**src/rtl/ioport_pkg.sv**
```systemverilog
package ioport_pkg;

  typedef enum logic [1:0] {
    SEL_DISP = 2'd0,
    SEL_SW   = 2'd1,
    SEL_NONE = 2'd2
  } port_sel_e;

  // active-high segment pattern, bit 6 = g ... bit 0 = a
  function automatic logic [6:0] seg_of_nibble(input logic [3:0] nib);
    logic [6:0] s;
    case (nib)
      4'h0: s = 7'h3F;
      4'h1: s = 7'h06;
      4'h2: s = 7'h5B;
      4'h3: s = 7'h4F;
      4'h4: s = 7'h66;
      4'h5: s = 7'h6D;
      4'h6: s = 7'h7D;
      4'h7: s = 7'h07;
      4'h8: s = 7'h7F;
      4'h9: s = 7'h6F;
      4'hA: s = 7'h77;
      4'hB: s = 7'h7C;
      4'hC: s = 7'h39;
      4'hD: s = 7'h5E;
      4'hE: s = 7'h79;
      default: s = 7'h71;
    endcase
    return s;
  endfunction

endpackage

```
**src/rtl/ioport_sync.sv**
```systemverilog
module ioport_sync #(
  parameter int WIDTH  = 8,
  parameter int STAGES = 2
) (
  input  logic             clk,
  input  logic             rst,
  input  logic [WIDTH-1:0] async_i,
  output logic [WIDTH-1:0] sync_o
);

  logic [WIDTH-1:0] chain_q [STAGES];

  generate
    for (genvar s = 0; s < STAGES; s++) begin : g_stage
      if (s == 0) begin : g_first
        always_ff @(posedge clk) begin
          if (rst) chain_q[s] <= '0;
          else     chain_q[s] <= async_i;
        end
      end else begin : g_next
        always_ff @(posedge clk) begin
          if (rst) chain_q[s] <= '0;
          else     chain_q[s] <= chain_q[s-1];
        end
      end
    end
  endgenerate

  assign sync_o = chain_q[STAGES-1];

  // cycles since reset, saturating; used only to qualify the latency check
  logic [1:0] since_rst_q;
  always_ff @(posedge clk) begin
    if (rst)                     since_rst_q <= '0;
    else if (since_rst_q != 2'd3) since_rst_q <= since_rst_q + 2'd1;
  end

  generate
    if (STAGES == 2) begin : g_lat_chk
      AST_SYNC_LATENCY: assert property (@(posedge clk) disable iff (rst)
        (since_rst_q == 2'd3) |-> (sync_o == $past(async_i, 2)));
    end
  endgenerate

endmodule

```
**src/rtl/ioport_disp_latch.sv**
```systemverilog
module ioport_disp_latch #(
  parameter int DATA_W = 8
) (
  input  logic              clk,
  input  logic              rst,
  input  logic              wr_hit,
  input  logic [DATA_W-1:0] wr_data,
  output logic [DATA_W-1:0] value_o
);

  always_ff @(posedge clk) begin
    if (rst)         value_o <= '0;
    else if (wr_hit) value_o <= wr_data;
  end

  AST_WR_STORE: assert property (@(posedge clk) disable iff (rst)
    wr_hit |=> (value_o == $past(wr_data)));

  AST_NO_STRAY_WRITE: assert property (@(posedge clk) disable iff (rst)
    !wr_hit |=> $stable(value_o));

endmodule

```
**src/rtl/ioport_hex_seg.sv**
```systemverilog
module ioport_hex_seg #(
  parameter int DATA_W = 8,
  localparam int DIGITS = DATA_W / 4
) (
  input  logic                clk,
  input  logic                rst,
  input  logic [DATA_W-1:0]   value_i,
  output logic [DIGITS*7-1:0] seg_o
);
  import ioport_pkg::*;

  generate
    for (genvar d = 0; d < DIGITS; d++) begin : g_digit
      always_ff @(posedge clk) begin
        if (rst) seg_o[d*7 +: 7] <= seg_of_nibble(4'h0);
        else     seg_o[d*7 +: 7] <= seg_of_nibble(value_i[d*4 +: 4]);
      end

      AST_SEG_LIT: assert property (@(posedge clk) disable iff (rst)
        $countones(seg_o[d*7 +: 7]) >= 2);
    end
  endgenerate

endmodule

```
**src/rtl/ioport_rd_mux.sv**
```systemverilog
module ioport_rd_mux #(
  parameter int DATA_W = 8,
  parameter int ADDR_W = 8,
  parameter logic [ADDR_W-1:0] DISP_CODE = '0,
  parameter logic [ADDR_W-1:0] SW_CODE   = 1
) (
  input  logic              clk,
  input  logic              rst,
  input  logic              rd_en,
  input  logic [ADDR_W-1:0] addr,
  input  logic [DATA_W-1:0] disp_val,
  input  logic [DATA_W-1:0] sw_val,
  output logic [DATA_W-1:0] rd_data
);
  import ioport_pkg::*;

  port_sel_e sel;

  always_comb begin
    if (addr == DISP_CODE)    sel = SEL_DISP;
    else if (addr == SW_CODE) sel = SEL_SW;
    else                      sel = SEL_NONE;
  end

  always_ff @(posedge clk) begin
    if (rst || !rd_en) rd_data <= '0;
    else begin
      case (sel)
        SEL_DISP: rd_data <= disp_val;
        SEL_SW:   rd_data <= sw_val;
        default:  rd_data <= '0;
      endcase
    end
  end

  AST_IDLE_ZERO: assert property (@(posedge clk) disable iff (rst)
    !rd_en |=> (rd_data == '0));

  AST_UNMAPPED_ZERO: assert property (@(posedge clk) disable iff (rst)
    (rd_en && addr != DISP_CODE && addr != SW_CODE) |=> (rd_data == '0));

endmodule

```
**src/rtl/ioport_unit.sv**
```systemverilog
module ioport_unit #(
  parameter int DATA_W      = 8,
  parameter int ADDR_W      = 8,
  parameter int SYNC_STAGES = 2,
  localparam int DIGITS     = DATA_W / 4,
  localparam int SEG_W      = DIGITS * 7
) (
  input  logic              clk,
  input  logic              rst,
  input  logic [ADDR_W-1:0] port_addr,
  input  logic [DATA_W-1:0] wr_data,
  input  logic              rd_en,
  input  logic              wr_en,
  input  logic [DATA_W-1:0] sw_in,
  output logic [DATA_W-1:0] rd_data,
  output logic [SEG_W-1:0]  seg_out
);

  localparam logic [ADDR_W-1:0] DISP_CODE = '0;
  localparam logic [ADDR_W-1:0] SW_CODE   = 1;

  logic [DATA_W-1:0] sw_sync;
  logic [DATA_W-1:0] disp_val;
  logic              disp_wr;

  assign disp_wr = wr_en && (port_addr == DISP_CODE);

  ioport_sync #(.WIDTH(DATA_W), .STAGES(SYNC_STAGES)) sync_i (
    .clk(clk), .rst(rst), .async_i(sw_in), .sync_o(sw_sync)
  );

  ioport_disp_latch #(.DATA_W(DATA_W)) latch_i (
    .clk(clk), .rst(rst), .wr_hit(disp_wr), .wr_data(wr_data), .value_o(disp_val)
  );

  ioport_hex_seg #(.DATA_W(DATA_W)) seg_i (
    .clk(clk), .rst(rst), .value_i(disp_val), .seg_o(seg_out)
  );

  ioport_rd_mux #(
    .DATA_W(DATA_W), .ADDR_W(ADDR_W), .DISP_CODE(DISP_CODE), .SW_CODE(SW_CODE)
  ) mux_i (
    .clk(clk), .rst(rst), .rd_en(rd_en), .addr(port_addr),
    .disp_val(disp_val), .sw_val(sw_sync), .rd_data(rd_data)
  );

  AST_SW_WRITE_INERT: assert property (@(posedge clk) disable iff (rst)
    (wr_en && port_addr == SW_CODE) |=> $stable(disp_val));

endmodule

```
**config.mk**
```make
export PLATFORM = sky130hd
export DESIGN_NAME = ioport_unit
export DESIGN_NICKNAME = d
export VERILOG_FILES = /design/src/rtl/ioport_pkg.sv /design/src/rtl/ioport_sync.sv /design/src/rtl/ioport_disp_latch.sv /design/src/rtl/ioport_hex_seg.sv /design/src/rtl/ioport_rd_mux.sv /design/src/rtl/ioport_unit.sv
export SDC_FILE = /design/constraint.sdc
export NUM_CORES = 1
export LEC_CHECK = 0
export ABC_AREA = 0
export CORE_UTILIZATION = 55
export CTS_CLUSTER_SIZE = 24
export DETAILED_ROUTE_END_ITERATION = 8
export DONT_BUFFER_PORTS = 1
export PLACE_DENSITY = 0.73
export SLEW_MARGIN = 20
export SYNTH_ARGS = -nofsm -noshare
export SYNTH_HDL_FRONTEND = slang
export SYNTH_SLANG_ARGS = --single-unit
```
**constraint.sdc**
```tcl
create_clock -name clk -period 1.4 [get_ports clk]
set_input_delay 0.28 -clock clk [delete_from_list [all_inputs] [get_ports clk]]
set_output_delay 0.28 -clock clk [all_outputs]
set_load 0.05 [all_outputs]
```
==> results_dict.tcl, run 1 <==
set metrics [dict create \
    yosys_warnings 0 \
    avgSynthCellArea_um2 10.1 \
    die_h_um 61.3 \
    final_area_mm2 0.00214 \
    grt_pass1_wl_um 5580 \
    syn_to_final_growth_pct 10.4 \
    cts_buffers 5 \
    synth_top_flop_cell "dfxtp_1" \
    synth_nets 233 \
    reg2reg_to "seg_i.seg_o[3]" \
    die_area_mm2 0.00376 \
    clock_latency_ps 360 \
    crit_arrival_ps 1640 \
    total_power_mw 2.00 \
    skew_ps 12.8 \
    cts_max_path_buffers 2 \
    synth_top_area_share 0.476 \
    min_path_type "primary input to flop" \
    final_cells 245 \
    place_area_mm2 0.00200 \
    core_region_area_mm2 0.00336 \
    grt_overflow_total 0 \
    start_util 0.576 \
    path_clk_slew_ps 130 \
    synth_edf_count 0 \
    yosys.area.top_type "dfxtp_1" \
    critical_path_required_ps 1700 \
    hpwl_um 2270 \
    drive_gt1_frac 0.176 \
    maxSlewViolCount 0 \
    worst_pin_slew_ps 782 \
    synth_cell_types 30 \
    wl_um 3370 \
    htree_num_levels 2 \
    tritoncts "yes" \
    cellPowerDensity_mw_per_mm2 934 \
    regToRegStartpoint "latch_i.value_o[0]" \
    num_vias 1289 \
    worstSetupPathType "flop to flop" \
    syn_area_mm2 0.00194 \
    reg2reg_slack_ps 60 \
    ys_seq_area_frac 0.476 \
    grt_pass1_vias 1272 \
    hold_viol 0 \
    firstDrtPassIters 6 \
    min_path_cells 2 \
    grt_antenna_before_repair 0 \
    ys_async_sr_fraction 0 \
    layout_min_cycle_time_ps 1340 \
    tns_ps 0 \
    synthCells 191 \
    ios 50 \
    antenna_left 0 \
    fmax_ghz 0.746 \
    place.gp.congestion 0.889 \
    cp-start-kind "flop" \
    track_usage 0.210 \
    grt_max_degree 29 \
    antenna_cells 0 \
    holdWs_ps 23.3 \
    min_to "seg_i.seg_o[12]" \
    port_buffers 0 \
    nFillCells 316 \
    relSlewSlack 0.477 \
    fin_crit_sh 0.957 \
    rsz0062_at_grt "yes" \
    numClockSinks 46 \
    crit_path_end_kind "flop" \
    routedWlPerCell_um 13.8 \
    via_per_inst 5.26 \
    critPathMaxFanout 4 \
    clock-root-buffer "clkbuf_4" \
    max_cap_violations 0 \
    rows 21 \
    nNetsFinal 240 \
    ys_ff_latch 46 \
    fp.dieW_um 61.3 \
    setup_viol 0 \
    synth_area_leaders "dfxtp_1 (48%), ha_1 (9.0%), mux2i_1 (8.3%)" \
    power.leakage_nw 0.791 \
    dp.cells 233 \
    route.detailed.drc 0 \
    drtIter0Drc 87 \
    ff2ff_path_depth 5 \
    max-vdd-ir-drop_uv 593 \
    status "completed" \
    hp-start "rst" \
]
==> cell families after synthesis <==
family,Yosys count,share of synthesized area
fa+ha+maj,14,0.0905
compound gates,23,0.0860
mux,17,0.0944
simple gates,72,0.208
buf+inv,19,0.0453
flops,46,0.476
==> sequential cells by signal, summed over array words and instances, names as in the netlist <==
signal           count
sync_i.chain_q      16
seg_i.seg_o         14
latch_i.value_o      8
mux_i.rd_data        8
==> how the worst max path moves through the flow <==
| stage | from | endpoint | slack (ps) | cells after the start |
|---|---|---|---|---|
| after floorplan | latch_i.value_o[0] | seg_i.seg_o[3] | 20 | 5 |
| after global placement | latch_i.value_o[4] | seg_i.seg_o[10] | 80 | 5 |
| final | latch_i.value_o[0] | seg_i.seg_o[3] | 60 | 5 |
| after detailed placement | latch_i.value_o[0] | seg_i.seg_o[3] | -20 | 5 |
| after global routing | latch_i.value_o[4] | seg_i.seg_o[10] | -3 | 5 |
| after CTS | latch_i.value_o[4] | seg_i.seg_o[10] | 3 | 5 |
==> report_power, final <==
group          internal [mW]  leakage (nW)  switching [mW]
combinational         0.0390         0.381          0.0231
sequential              1.33         0.377         0.00683
clock                  0.198        0.0322           0.400
total                   1.57         0.791           0.430
==> through the flow <==
step	util	worst slack, ps
2_1_floorplan	-	17.8
3_3_place_gp	0.595	77.3
3_5_place_dp	0.595	-15.8
4_1_cts	0.622	2.77
5_1_grt	0.635	-2.78
6_report	0.635	60.0
==> synthesized netlist by cell type, drive strengths merged, types with 2 or more instances <==
master	count
nand2	12
or2	3
o21ai	2
dfxtp	46
nor2	12
a211oi	2
nor2b	20
a211o	3
a311o	4
inv	8
mux2i	16
clkbuf	5
nand2b	19
ha	14
a21oi	7
buf	6
==> area by class of cell <==
class	count	area (µm²)	area share
Clock inverter	2	13.8	0.00644
Inverter	8	32.5	0.0152
Multi-Input combinational cell	126	960	0.449
Tap cell	46	57.6	0.0269
Clock buffer	6	41.3	0.0193
Timing Repair Buffer	11	103	0.0480
Sequential cell	46	930	0.435
==> repair_timing <==
item | 4_1_cts | 5_1_grt
resized for setup | 5 | 12
hold buffers | 2 | 1
pin swaps | 0 | 1
endpoints found under the hold margin | 20 | 1
setup endpoints to repair | 2 | 6
cloned | 0 | 0
setup buffers | 0 | 1
==> critical path, stage by stage, from the launching register on <==
cell	delay [ps]
dfxtp_4	390
inv_4	50
ha_4	260
inv_1	30
mux4_2	460
nand2b_1	80
==> cells in the final DEF (no fill, tap or decap), drive strengths merged, types with 2 or more instances in the layout <==
cell,Yosys,routed
or2,3,3
nor2,12,12
mux2i,16,16
nor2b,20,20
clkbuf,5,6
a311o,4,4
nand2,12,12
ha,14,14
buf,6,8
o21ai,2,2
dfxtp,46,46
clkinv,0,2
dlygate4sd3,0,3
a211oi,2,2
inv,8,8
a211o,3,3
a21oi,7,7
nand2b,19,19
==> metal layers <==
| metal | vias up | track usage | routed length (µm) |
|---|---|---|---|
| met5 | - | 0 | 0 |
| met2 | 38 | 0.349 | 1820 |
| met4 | 0 | 0.143 | 92 |
| met3 | 9 | 0.0567 | 153 |
| met1 | 595 | 0.235 | 1310 |
| li1 | 647 | - | - |
Power figures use the tool's default switching activity.
==> run 2: changes to the inputs <==
Settings changed: CORE_ASPECT_RATIO set to 1.4, SYNTH_HIERARCHICAL set to 1.
==> run 2 against run 1 <==
Effect of this change: die area rose by 3.0%; synthesized cell count fell by 2.1%; setup slack got worse by 61 ps; largest cell class unchanged; critical endpoint is now latch_i/value_o[0]; total power rose by 29%; the flow now finishes with violations (setup timing); register-to-register slack improved by 20 ps; flip-flop and latch count did not move; fmax fell by 4.4%; highest routed layer unchanged; synthesized area rose by 3.0%; combinational power fell by 14%; sequential power barely moved.
==> results_dict.tcl, run 2 <==
set metrics [dict create \
    pwr-share-seq 0.519 \
    synth_top_flop_cell "dfxtp_1" \
    ff2ff_path_depth 5 \
    die_h_um 73.2 \
    drtIter0Drc 34 \
    antenna_left 0 \
    avgSynthCellArea_um2 10.7 \
    setup_viol 1 \
    place.gp.congestion 0.802 \
    top_register "sync_i/chain_q" \
    hold_buffers 0 \
    routedWlPerCell_um 15.3 \
    fp.dieW_um 52.9 \
    antenna_cells 0 \
    layout_commonest_cell "dfxtp_1" \
    cts_setup_buffers 0 \
    maxSlewViolCount 0 \
    wl_met3_um 165 \
    max_cap_violations 0 \
    p_sw_frac 0.176 \
    ys_seq_area_frac 0.462 \
    cellPowerDensity_mw_per_mm2 1180 \
    layout_setup_ws_ps -1.13 \
    grt_max_degree 37 \
    power.leakage_nw 0.838 \
    numClockSinks 46 \
    synth_area_leaders "dfxtp_1 (46%), mux2i_1 (9.5%), ha_1 (8.8%)" \
    synth_top_area_share 0.462 \
    yosysMostFrequentCell "dfxtp_1" \
    firstDrtPassIters 4 \
    grt_overflow_total 0 \
    synth_cell_types 41 \
    clock-root-buffer "clkbuf_8" \
    critical_path_required_ps 1590 \
    min_path_type "primary input to flop" \
    yosys.area_share.simple 0.202 \
    synth_top_family_by_area "simple AND/OR/NAND/NOR gates" \
    die_area_mm2 0.00387 \
    grt_pass1_wl_um 5560 \
    layout.cells.most_common_list "dfxtp_1 (45), mux2i_1 (18), ha_1 (14), nor2_1 (11), nand2_1 (10)" \
    max-vdd-ir-drop_uv 1330 \
    synthMuxAreaShare 0.107 \
    synthAdderAreaFrac 0.0879 \
    ys_ff_latch 46 \
    reg2reg_slack_ps 80 \
    critPathMaxFanout 8 \
    rsz0062_at_grt "yes" \
    largestRegisters "sync_i/chain_q (16), seg_i/seg_o (14)" \
    cts_max_path_buffers 2 \
    fmax_ghz 0.714 \
    worstSetupPathType "primary input to flop" \
    status "complete, but fails checks" \
    core_region_area_mm2 0.00341 \
    clock_latency_ps 300 \
    nFillCells 285 \
    yosys_warnings 6 \
    cts_buffers 5 \
    reg2reg_to "seg_i/seg_o[10]" \
    drive_gt1_frac 0.237 \
    pwr-share-comb 0.021 \
    hold_viol 0 \
    p_clk_frac 0.460 \
    rows 25 \
    dr_wl_met2_um 1920 \
    grt_antenna_before_repair 0 \
    start_util 0.585 \
    hpwl_um 2590 \
    yosys.area.top_type "dfxtp_1" \
    violations "setup timing" \
    crit_arrival_ps 1590 \
    crit_end "latch_i/value_o[0]" \
    via_per_inst 5.73 \
    cp-startpoint "port_addr[6]" \
    final_area_mm2 0.00218 \
    highest_layer "met4" \
    wl_um 3520 \
    place_ws_ps -243 \
    synth-compound-area-share 0.0835 \
    ys_async_sr_fraction 0 \
    route.detailed.drc 0 \
    yosys-top-cells-count "dfxtp_1 (46), mux2i_1 (19), ha_1 (14), nor2_1 (11)" \
    num_vias 1319 \
    p_sw_mw 0.453 \
    ios 50 \
    syn_to_final_growth_pct 9.42 \
    p_int_mw 2.12 \
    grt_pass1_vias 1282 \
    nNetsFinal 231 \
    skew_ps 8.15 \
    syn_area_mm2 0.00199 \
    place_area_mm2 0.00202 \
    relSlewSlack 0.640 \
    wl_met1_um 1280 \
    tns_ps -1.13 \
    layout_min_cycle_time_ps 1400 \
    crit_path_end_kind "flop" \
    synthCells 187 \
    synth_edf_count 0 \
    worst_pin_slew_ps 540 \
    port_buffers 0 \
    synth_xor_area_frac 0 \
    synth_nets 229 \
    path_clk_slew_ps 80 \
    track_usage 0.201 \
    holdWs_ps 34.1 \
    tritoncts "yes" \
    largest_reg_flops 16 \
    htree_num_levels 2 \
    fin_crit_sh 1.00 \
    regToRegStartpoint "latch_i/value_o[4]" \
    cp-start-kind "primary input" \
]
[run 2: metrics by stage]
step	utilization	power, mW	instances
floorplan	-	1.43	187
global placement	0.592	1.42	222
detailed placement	0.592	1.42	222
CTS	0.634	2.59	230
global route	0.640	2.66	230
finish	0.640	2.58	230
[run 2: power groups by stage]
stage | registers (mW) | clock network [mW] | logic [mW]
floorplan | 1.37 | 0 | 0.0661
global placement | 1.37 | 0 | 0.0493
detailed placement | 1.37 | 0 | 0.0512
CTS | 1.34 | 1.20 | 0.0513
global route | 1.34 | 1.26 | 0.0560
finish | 1.34 | 1.19 | 0.0534
[run 2: what timing repair did]
action | in CTS | in global routing
pin swaps | 0 | 4
resized for setup | 1 | 6
endpoints found under the setup margin | 1 | 8
[run 2: layer usage]
metal	track usage	vias up
li1	-	640
met1	0.196	621
met4	0.129	0
met5	0	-
met3	0.0708	14
met2	0.347	44
[run 2: how the worst min path moves through the flow]
stage                   from                    to  slack [ps]  depth (start not counted)
floorplan           sw_in[3]  sync_i/chain_q[0][3]         410                          1
global placement         rst  sync_i/chain_q[1][0]         350                          1
detailed placement       rst  sync_i/chain_q[1][0]         350                          1
CTS                      rst  sync_i/chain_q[0][4]          30                          1
global route             rst  sync_i/chain_q[0][4]          20                          1
finish                   rst  sync_i/chain_q[1][0]          30                          1
[run 2: critical path, cell delays in order]
cell	delay, ps
or4b_4	530
nor4_4	300
buf_6	190
mux2i_2	220
nor2_1	70
[run 2: cells by family after synthesis]
logic type	Yosys count
muxes	20
DFF	46
AOI/OAI and AO/OA	21
buffers and inverters	22
adders and majority gates	14
and+or+nand+nor	64
[run 2: area by class of cell]
type / count / area, µm² / share of cell area
Sequential cell: 46 / 922 / 0.423
Tap cell: 40 / 50.0 / 0.0229
Timing Repair Buffer: 7 / 56.3 / 0.0258
Clock buffer: 6 / 82.6 / 0.0379
Multi-Input combinational cell: 119 / 972 / 0.446
Inverter: 10 / 37.5 / 0.0172
Clock inverter: 2 / 60.1 / 0.0275
